## src/rtl/hib_pkg.sv

```systemverilog
package hib_pkg;
  localparam int ADDR_W = 2;
  localparam int FRAC_W = 5;  // low bits of every tick count forced to zero

  localparam logic [ADDR_W-1:0] A_CMD  = 2'd0;
  localparam logic [ADDR_W-1:0] A_FILT = 2'd1;
  localparam logic [ADDR_W-1:0] A_HOLD = 2'd2;

  typedef enum logic [1:0] {
    ST_AWAKE = 2'd0,
    ST_HIB   = 2'd1,
    ST_FILT  = 2'd2,
    ST_HOLD  = 2'd3
  } hib_state_e;
endpackage

```

## src/rtl/hib_sync.sv

```systemverilog
module hib_sync #(
  parameter int STAGES = 2
) (
  input  logic clk_i,
  input  logic rst_ni,
  input  logic d_i,
  output logic q_o
);
  logic [STAGES-1:0] sh_q;

  always_ff @(posedge clk_i or negedge rst_ni) begin
    if (!rst_ni) sh_q <= '0;
    else         sh_q <= {sh_q[STAGES-2:0], d_i};
  end

  assign q_o = sh_q[STAGES-1];
endmodule

```

## src/rtl/hib_cfg_regs.sv

```systemverilog
module hib_cfg_regs
  import hib_pkg::*;
#(
  parameter int FILT_W     = 16,
  parameter int RST_W      = 12,
  parameter int FILT_RESET = 3264,
  parameter int HOLD_RESET = 1952
) (
  input  logic              clk_i,
  input  logic              rst_ni,
  input  logic              wr_en_i,
  input  logic [ADDR_W-1:0] wr_addr_i,
  input  logic [31:0]       wr_data_i,
  output logic [FILT_W-1:0] filt_thr_o,
  output logic [RST_W-1:0]  hold_thr_o
);
  localparam int FF_W = FILT_W - FRAC_W;
  localparam int HF_W = RST_W - FRAC_W;
  localparam logic [31:0] FILT_RST32 = 32'(FILT_RESET);
  localparam logic [31:0] HOLD_RST32 = 32'(HOLD_RESET);

  logic [FF_W-1:0] filt_q;
  logic [HF_W-1:0] hold_q;

  always_ff @(posedge clk_i or negedge rst_ni) begin
    if (!rst_ni) begin
      filt_q <= FILT_RST32[FILT_W-1:FRAC_W];
      hold_q <= HOLD_RST32[RST_W-1:FRAC_W];
    end else if (wr_en_i) begin
      if (wr_addr_i == A_FILT) filt_q <= wr_data_i[FILT_W-1:FRAC_W];
      if (wr_addr_i == A_HOLD) hold_q <= wr_data_i[RST_W-1:FRAC_W];
    end
  end

  assign filt_thr_o = {filt_q, {FRAC_W{1'b0}}};
  assign hold_thr_o = {hold_q, {FRAC_W{1'b0}}};
endmodule

```

## src/rtl/hib_fsm.sv

```systemverilog
module hib_fsm
  import hib_pkg::*;
#(
  parameter int CNT_W = 16
) (
  input  logic             clk_i,
  input  logic             rst_ni,
  input  logic             cmd_hib_i,
  input  logic             wake_i,
  input  logic [CNT_W-1:0] filt_thr_i,
  input  logic [CNT_W-1:0] hold_thr_i,
  output hib_state_e       state_o
);
  hib_state_e state_q, state_d;
  logic [CNT_W-1:0] cnt_q, cnt_d, cnt_inc;

  assign cnt_inc = cnt_q + 1'b1;

  always_comb begin
    state_d = state_q;
    cnt_d   = cnt_q;
    unique case (state_q)
      ST_AWAKE: begin
        cnt_d = '0;
        if (cmd_hib_i) state_d = ST_HIB;
      end
      ST_HIB, ST_FILT: begin
        if (!wake_i) begin
          state_d = ST_HIB;
          cnt_d   = '0;
        end else if (cnt_inc >= filt_thr_i) begin
          state_d = ST_HOLD;
          cnt_d   = '0;
        end else begin
          state_d = ST_FILT;
          cnt_d   = cnt_inc;
        end
      end
      ST_HOLD: begin
        if (cnt_inc >= hold_thr_i) begin
          state_d = ST_AWAKE;
          cnt_d   = '0;
        end else begin
          cnt_d = cnt_inc;
        end
      end
      default: begin
        state_d = ST_AWAKE;
        cnt_d   = '0;
      end
    endcase
  end

  always_ff @(posedge clk_i or negedge rst_ni) begin
    if (!rst_ni) begin
      state_q <= ST_AWAKE;
      cnt_q   <= '0;
    end else begin
      state_q <= state_d;
      cnt_q   <= cnt_d;
    end
  end

  assign state_o = state_q;


  filt_restart_chk: assert property (@(posedge clk_i) disable iff (!rst_ni)
    (state_q == ST_FILT && !wake_i) |=> (state_q == ST_HIB && cnt_q == '0));


  wake_needs_pin_chk: assert property (@(posedge clk_i) disable iff (!rst_ni)
    (state_q != ST_HOLD) ##1 (state_q == ST_HOLD) |-> $past(wake_i));


  order_chk: assert property (@(posedge clk_i) disable iff (!rst_ni)
    (state_q == ST_HOLD) |=> (state_q == ST_HOLD || state_q == ST_AWAKE));
endmodule

```

## src/rtl/hib_wake_seq.sv

```systemverilog
module hib_wake_seq
  import hib_pkg::*;
#(
  parameter int FILT_W     = 16,
  parameter int RST_W      = 12,
  parameter int FILT_RESET = 3264,
  parameter int HOLD_RESET = 1952
) (
  input  logic              clk_i,
  input  logic              rst_ni,
  input  logic              wr_en_i,
  input  logic [ADDR_W-1:0] wr_addr_i,
  input  logic [31:0]       wr_data_i,
  input  logic              wake_pin_i,
  output logic              pwr_en_o,
  output logic              sys_rst_no
);
  localparam int CNT_W = (FILT_W > RST_W) ? FILT_W : RST_W;

  logic              wake_s;
  logic [FILT_W-1:0] filt_thr;
  logic [RST_W-1:0]  hold_thr;
  logic              cmd_hib;
  hib_state_e        state;

  hib_sync #(.STAGES(2)) u_sync (
    .clk_i (clk_i),
    .rst_ni(rst_ni),
    .d_i   (wake_pin_i),
    .q_o   (wake_s)
  );

  hib_cfg_regs #(
    .FILT_W    (FILT_W),
    .RST_W     (RST_W),
    .FILT_RESET(FILT_RESET),
    .HOLD_RESET(HOLD_RESET)
  ) u_regs (
    .clk_i     (clk_i),
    .rst_ni    (rst_ni),
    .wr_en_i   (wr_en_i),
    .wr_addr_i (wr_addr_i),
    .wr_data_i (wr_data_i),
    .filt_thr_o(filt_thr),
    .hold_thr_o(hold_thr)
  );

  assign cmd_hib = wr_en_i && (wr_addr_i == A_CMD) && wr_data_i[0];

  hib_fsm #(.CNT_W(CNT_W)) u_fsm (
    .clk_i     (clk_i),
    .rst_ni    (rst_ni),
    .cmd_hib_i (cmd_hib),
    .wake_i    (wake_s),
    .filt_thr_i(CNT_W'(filt_thr)),
    .hold_thr_i(CNT_W'(hold_thr)),
    .state_o   (state)
  );

  assign pwr_en_o   = (state == ST_AWAKE) || (state == ST_HOLD);
  assign sys_rst_no = (state == ST_AWAKE);


  rst_needs_pwr_chk: assert property (@(posedge clk_i) disable iff (!rst_ni)
    sys_rst_no |-> pwr_en_o);


  hib_entry_chk: assert property (@(posedge clk_i) disable iff (!rst_ni)
    (sys_rst_no && cmd_hib) |=> (!pwr_en_o && !sys_rst_no));


  release_after_hold_chk: assert property (@(posedge clk_i) disable iff (!rst_ni)
    $rose(sys_rst_no) |-> $past(pwr_en_o));
endmodule

```

## config.mk

```make
export PLATFORM = sky130hd
export DESIGN_NAME = hib_wake_seq
export DESIGN_NICKNAME = d
export VERILOG_FILES = /design/src/rtl/hib_pkg.sv /design/src/rtl/hib_sync.sv /design/src/rtl/hib_cfg_regs.sv /design/src/rtl/hib_fsm.sv /design/src/rtl/hib_wake_seq.sv
export SDC_FILE = /design/constraint.sdc
export NUM_CORES = 1
export LEC_CHECK = 0
export CORE_ASPECT_RATIO = 0.9
export CORE_UTILIZATION = 53
export DETAILED_ROUTE_END_ITERATION = 12
export GPL_TIMING_DRIVEN = 0
export PLACE_DENSITY = 0.81
export SLEW_MARGIN = 20
export SYNTH_ARGS = -nofsm -noshare
export SYNTH_HDL_FRONTEND = slang
export SYNTH_SLANG_ARGS = --single-unit
```

## constraint.sdc

```tcl
create_clock -name clk_i -period 3.7 [get_ports clk_i]
set_input_delay 0.74 -clock clk_i [delete_from_list [all_inputs] [get_ports clk_i]]
set_output_delay 0.74 -clock clk_i [all_outputs]
set_load 0.05 [all_outputs]
```

==> flow_metrics.env <==
export IMPL_async_reset_ff_frac=1.00
export IMPL_antennaDiodeCount=0
export IMPL_wl_per_cell_um=14.8
export IMPL_gp_congestion=0.851
export IMPL_clock_path_buffers=2
export IMPL_final_common_cell="dfrtp_1"
export IMPL_fillers=332
export IMPL_relSlewSlack=0.644
export IMPL_required_ns=3.91
export IMPL_cp_slowest_cell="dfrtp_1"
export IMPL_portBuffers=19
export IMPL_worstMarginPinSlew_ns=0.535
export IMPL_clkTransAtPathRegs_ns=0.07
export IMPL_setup_tns_ns=0
export IMPL_p_leak_nw=1.24
export IMPL_worstSetupStartpointType="flip-flop"
export IMPL_max_stage_delay_ns=0.46
export IMPL_antenna_found_initial=0
export IMPL_drtAntennaViolNets=0
export IMPL_post_dp_cell_area_um2=2620
export IMPL_drc=0
export IMPL_crit_chain="nand3_2 -> or2_2 -> nor2_1 -> xnor2_2 -> ha_1 -> and4_1 -> a2111oi_1 -> mux2i_1 -> nor4_2 -> nand2_2 -> buf_6 -> a211oi_2"
export IMPL_max_cap_violations=0
export IMPL_synth_edf_count=0
export IMPL_hold_ws_ns=0.350
export IMPL_ys_flop_type="dfrtp_1"
export IMPL_grt_max_degree=25
export IMPL_status="completed"
export IMPL_cts_buffers=5
export IMPL_clock_fmax_mhz=289
export IMPL_r2r_cells=12
export IMPL_syn_area_um2=2330
export IMPL_drive_above_1_share=0.243
export IMPL_setup_viol=0
export IMPL_fin_crit_sh=0.936
export IMPL_rrSetupSlack_ns=0.24
export IMPL_drt_initial_drc_count=77
export IMPL_first_global_vias=1648
export IMPL_max_vdd_ir_drop_mv=0.327
export IMPL_cts_tree="yes"
export IMPL_area_growth_pct=18.3
export IMPL_clock_sinks=38
export IMPL_worstPathArrival_ns=3.67
export IMPL_die_w_um=71.9
export IMPL_mostFrequentLayoutCells="dfrtp_1 (26), inv_1 (23), ha_1 (21)"
export IMPL_initial_utilization=0.561
export IMPL_cts_hold_buf=0
export IMPL_core_um2=4160
export IMPL_synth_avg_cell_area_um2=11.0
export IMPL_cp_max_fo=10
export IMPL_r2r_end="u_fsm.cnt_q[4]"
export IMPL_h_tree_depth=2
export IMPL_synth_nets=273
export IMPL_num_vias=1674
export IMPL_hold_viol_final=0
export IMPL_clock_skew_ns=0.00640
export IMPL_hpwl_mm=3.53
export IMPL_regToRegStartpoint="u_fsm.cnt_q[1]"
export IMPL_endpoint_kind="flip-flop"
export IMPL_power_density_nw_per_um2=460
export IMPL_grt_pass1_wl_mm=7.85
export IMPL_ys_types=43
export IMPL_worst_hold_path_type="in2async"
export IMPL_rows=22
export IMPL_firstDrtPassIters=4
export IMPL_yosys_warnings=0
export IMPL_rsz0062_at_grt="false"
export IMPL_dieArea_um2=4670
export IMPL_grt_use_total=0.226
export IMPL_vias_per_cell=5.52
export IMPL_slew_violations=0
export IMPL_synthCells=213
export IMPL_clockRootBuffer="clkbuf_8"
export IMPL_stdcell_area_um2=2760
export IMPL_wl_mm=4.48
export IMPL_min_period_ns=3.46
export IMPL_synth_seq_cells=38
export IMPL_critPathKind="reg2reg"
export IMPL_dieHeight_um=65.0
export IMPL_yosysSeqAreaShare=0.412
export IMPL_io_pins=40
export IMPL_overflow=0
export IMPL_clk_latency_ns=0.29
export IMPL_final_nets=302
==> cells in the mapped netlist, drive strengths merged, types with 2 or more instances <==
cell | count | area share
nor2 | 8 | 0.013
a21oi | 12 | 0.026
o2bb2ai | 2 | 0.0075
and4 | 2 | 0.0075
nand2 | 9 | 0.016
mux2 | 18 | 0.087
nand3 | 3 | 0.0086
a211oi | 7 | 0.027
o211ai | 3 | 0.012
a2111oi | 3 | 0.014
nand4 | 10 | 0.036
inv | 23 | 0.037
ha | 22 | 0.12
xor2 | 7 | 0.026
clkbuf | 3 | 0.0048
dfstp | 9 | 0.10
o21ai | 2 | 0.0043
nand2b | 8 | 0.021
nor3b | 4 | 0.013
dfrtp | 29 | 0.31
a21o | 2 | 0.0064
nor4 | 5 | 0.025
buf | 3 | 0.012
xnor2 | 7 | 0.026
nand3b | 3 | 0.0097
nor2b | 2 | 0.0054
==> kinds of logic (layout without fill, tap and decap cells) <==
group                    count (synthesis)  after routing  share of synthesized area
XOR/XNOR                                14             14                     0.0525
flip-flops                              38             38                      0.412
multiplexers                            19             19                     0.0912
adder cells (fa/ha/maj)                 22             22                      0.118
AO/OA/AOI/OAI                           34             34                      0.107
buffers and inverters                   29             59                     0.0536
AND/OR/NAND/NOR                         57             57                      0.165
==> worst max-delay path: cells and delay by family (launching register included) <==
family | cells | cell delay (ns)
buffers and inverters | 1 | 0.17
flip-flops | 1 | 0.46
AO/OA/AOI/OAI | 2 | 0.55
XOR/XNOR | 1 | 0.18
multiplexers | 1 | 0.17
AND/OR/NAND/NOR | 6 | 1.52
adder cells (fa/ha/maj) | 1 | 0.32
==> registers in the layout (all words and copies together) (netlist names) <==
signal and flops:
u_regs.filt_q 11, u_fsm.cnt_q 16, u_fsm.state_o 2, u_regs.hold_q 7, u_sync.sh_q 2
==> timing repair <==
item / CTS / global route
setup buffers: 0 / 2
endpoints found under the setup margin: 0 / 14
hold endpoints to repair: 0 / 0
gates resized for setup: 0 / 9
==> cell type report <==
type                       instances  area (µm²)  area share
multi-input combinational        146        1280       0.462
sequential                        38         966       0.350
timing repair buffer              22         228      0.0825
clock buffer                       7        86.3      0.0313
inverter                          23        86.3      0.0313
tap                               60        75.1      0.0272
buffer                             6        38.8      0.0140
clock inverter                     1        5.00     0.00181
==> where the power goes <==
| part | total (mW) | switching (mW) | internal (mW) |
|---|---|---|---|
| Clock | 0.289 | 0.138 | 0.150 |
| Sequential | 0.526 | 0.0404 | 0.485 |
| Combinational | 0.456 | 0.267 | 0.189 |
==> per-stage QoR <==
stage / utilization / setup slack [ns] / power (mW) / cells
2_1_floorplan: - / 0.642 / 0.840 / 213
3_3_place_gp: 0.625 / 0.219 / 0.957 / 292
5_1_grt: 0.664 / 0.00407 / 1.35 / 303
4_1_cts: 0.653 / 0.0496 / 1.27 / 301
6_report: 0.664 / 0.236 / 1.27 / 303
3_5_place_dp: 0.631 / 0.0949 / 0.975 / 293
==> worst max path at each step <==
stage,slack [ns],startpoint,to
finish,0.24,u_fsm.cnt_q[1],u_fsm.cnt_q[4]
global route,0.004,u_fsm.cnt_q[1],u_fsm.cnt_q[4]
CTS,0.05,u_fsm.cnt_q[0],u_fsm.cnt_q[0]
detailed placement,0.09,u_fsm.cnt_q[0],u_fsm.cnt_q[0]
global placement,0.22,u_fsm.cnt_q[0],u_fsm.cnt_q[4]
floorplan,0.64,u_fsm.cnt_q[0],u_fsm.cnt_q[0]
==> metal layers <==
metal	track usage	wire, µm	vias to the layer above
met5	0	0	-
met4	0.105	99	0
met3	0.0529	151	10
met2	0.361	2150	29
met1	0.291	2080	807
li1	-	-	828
(Power assumes the default switching activity.)
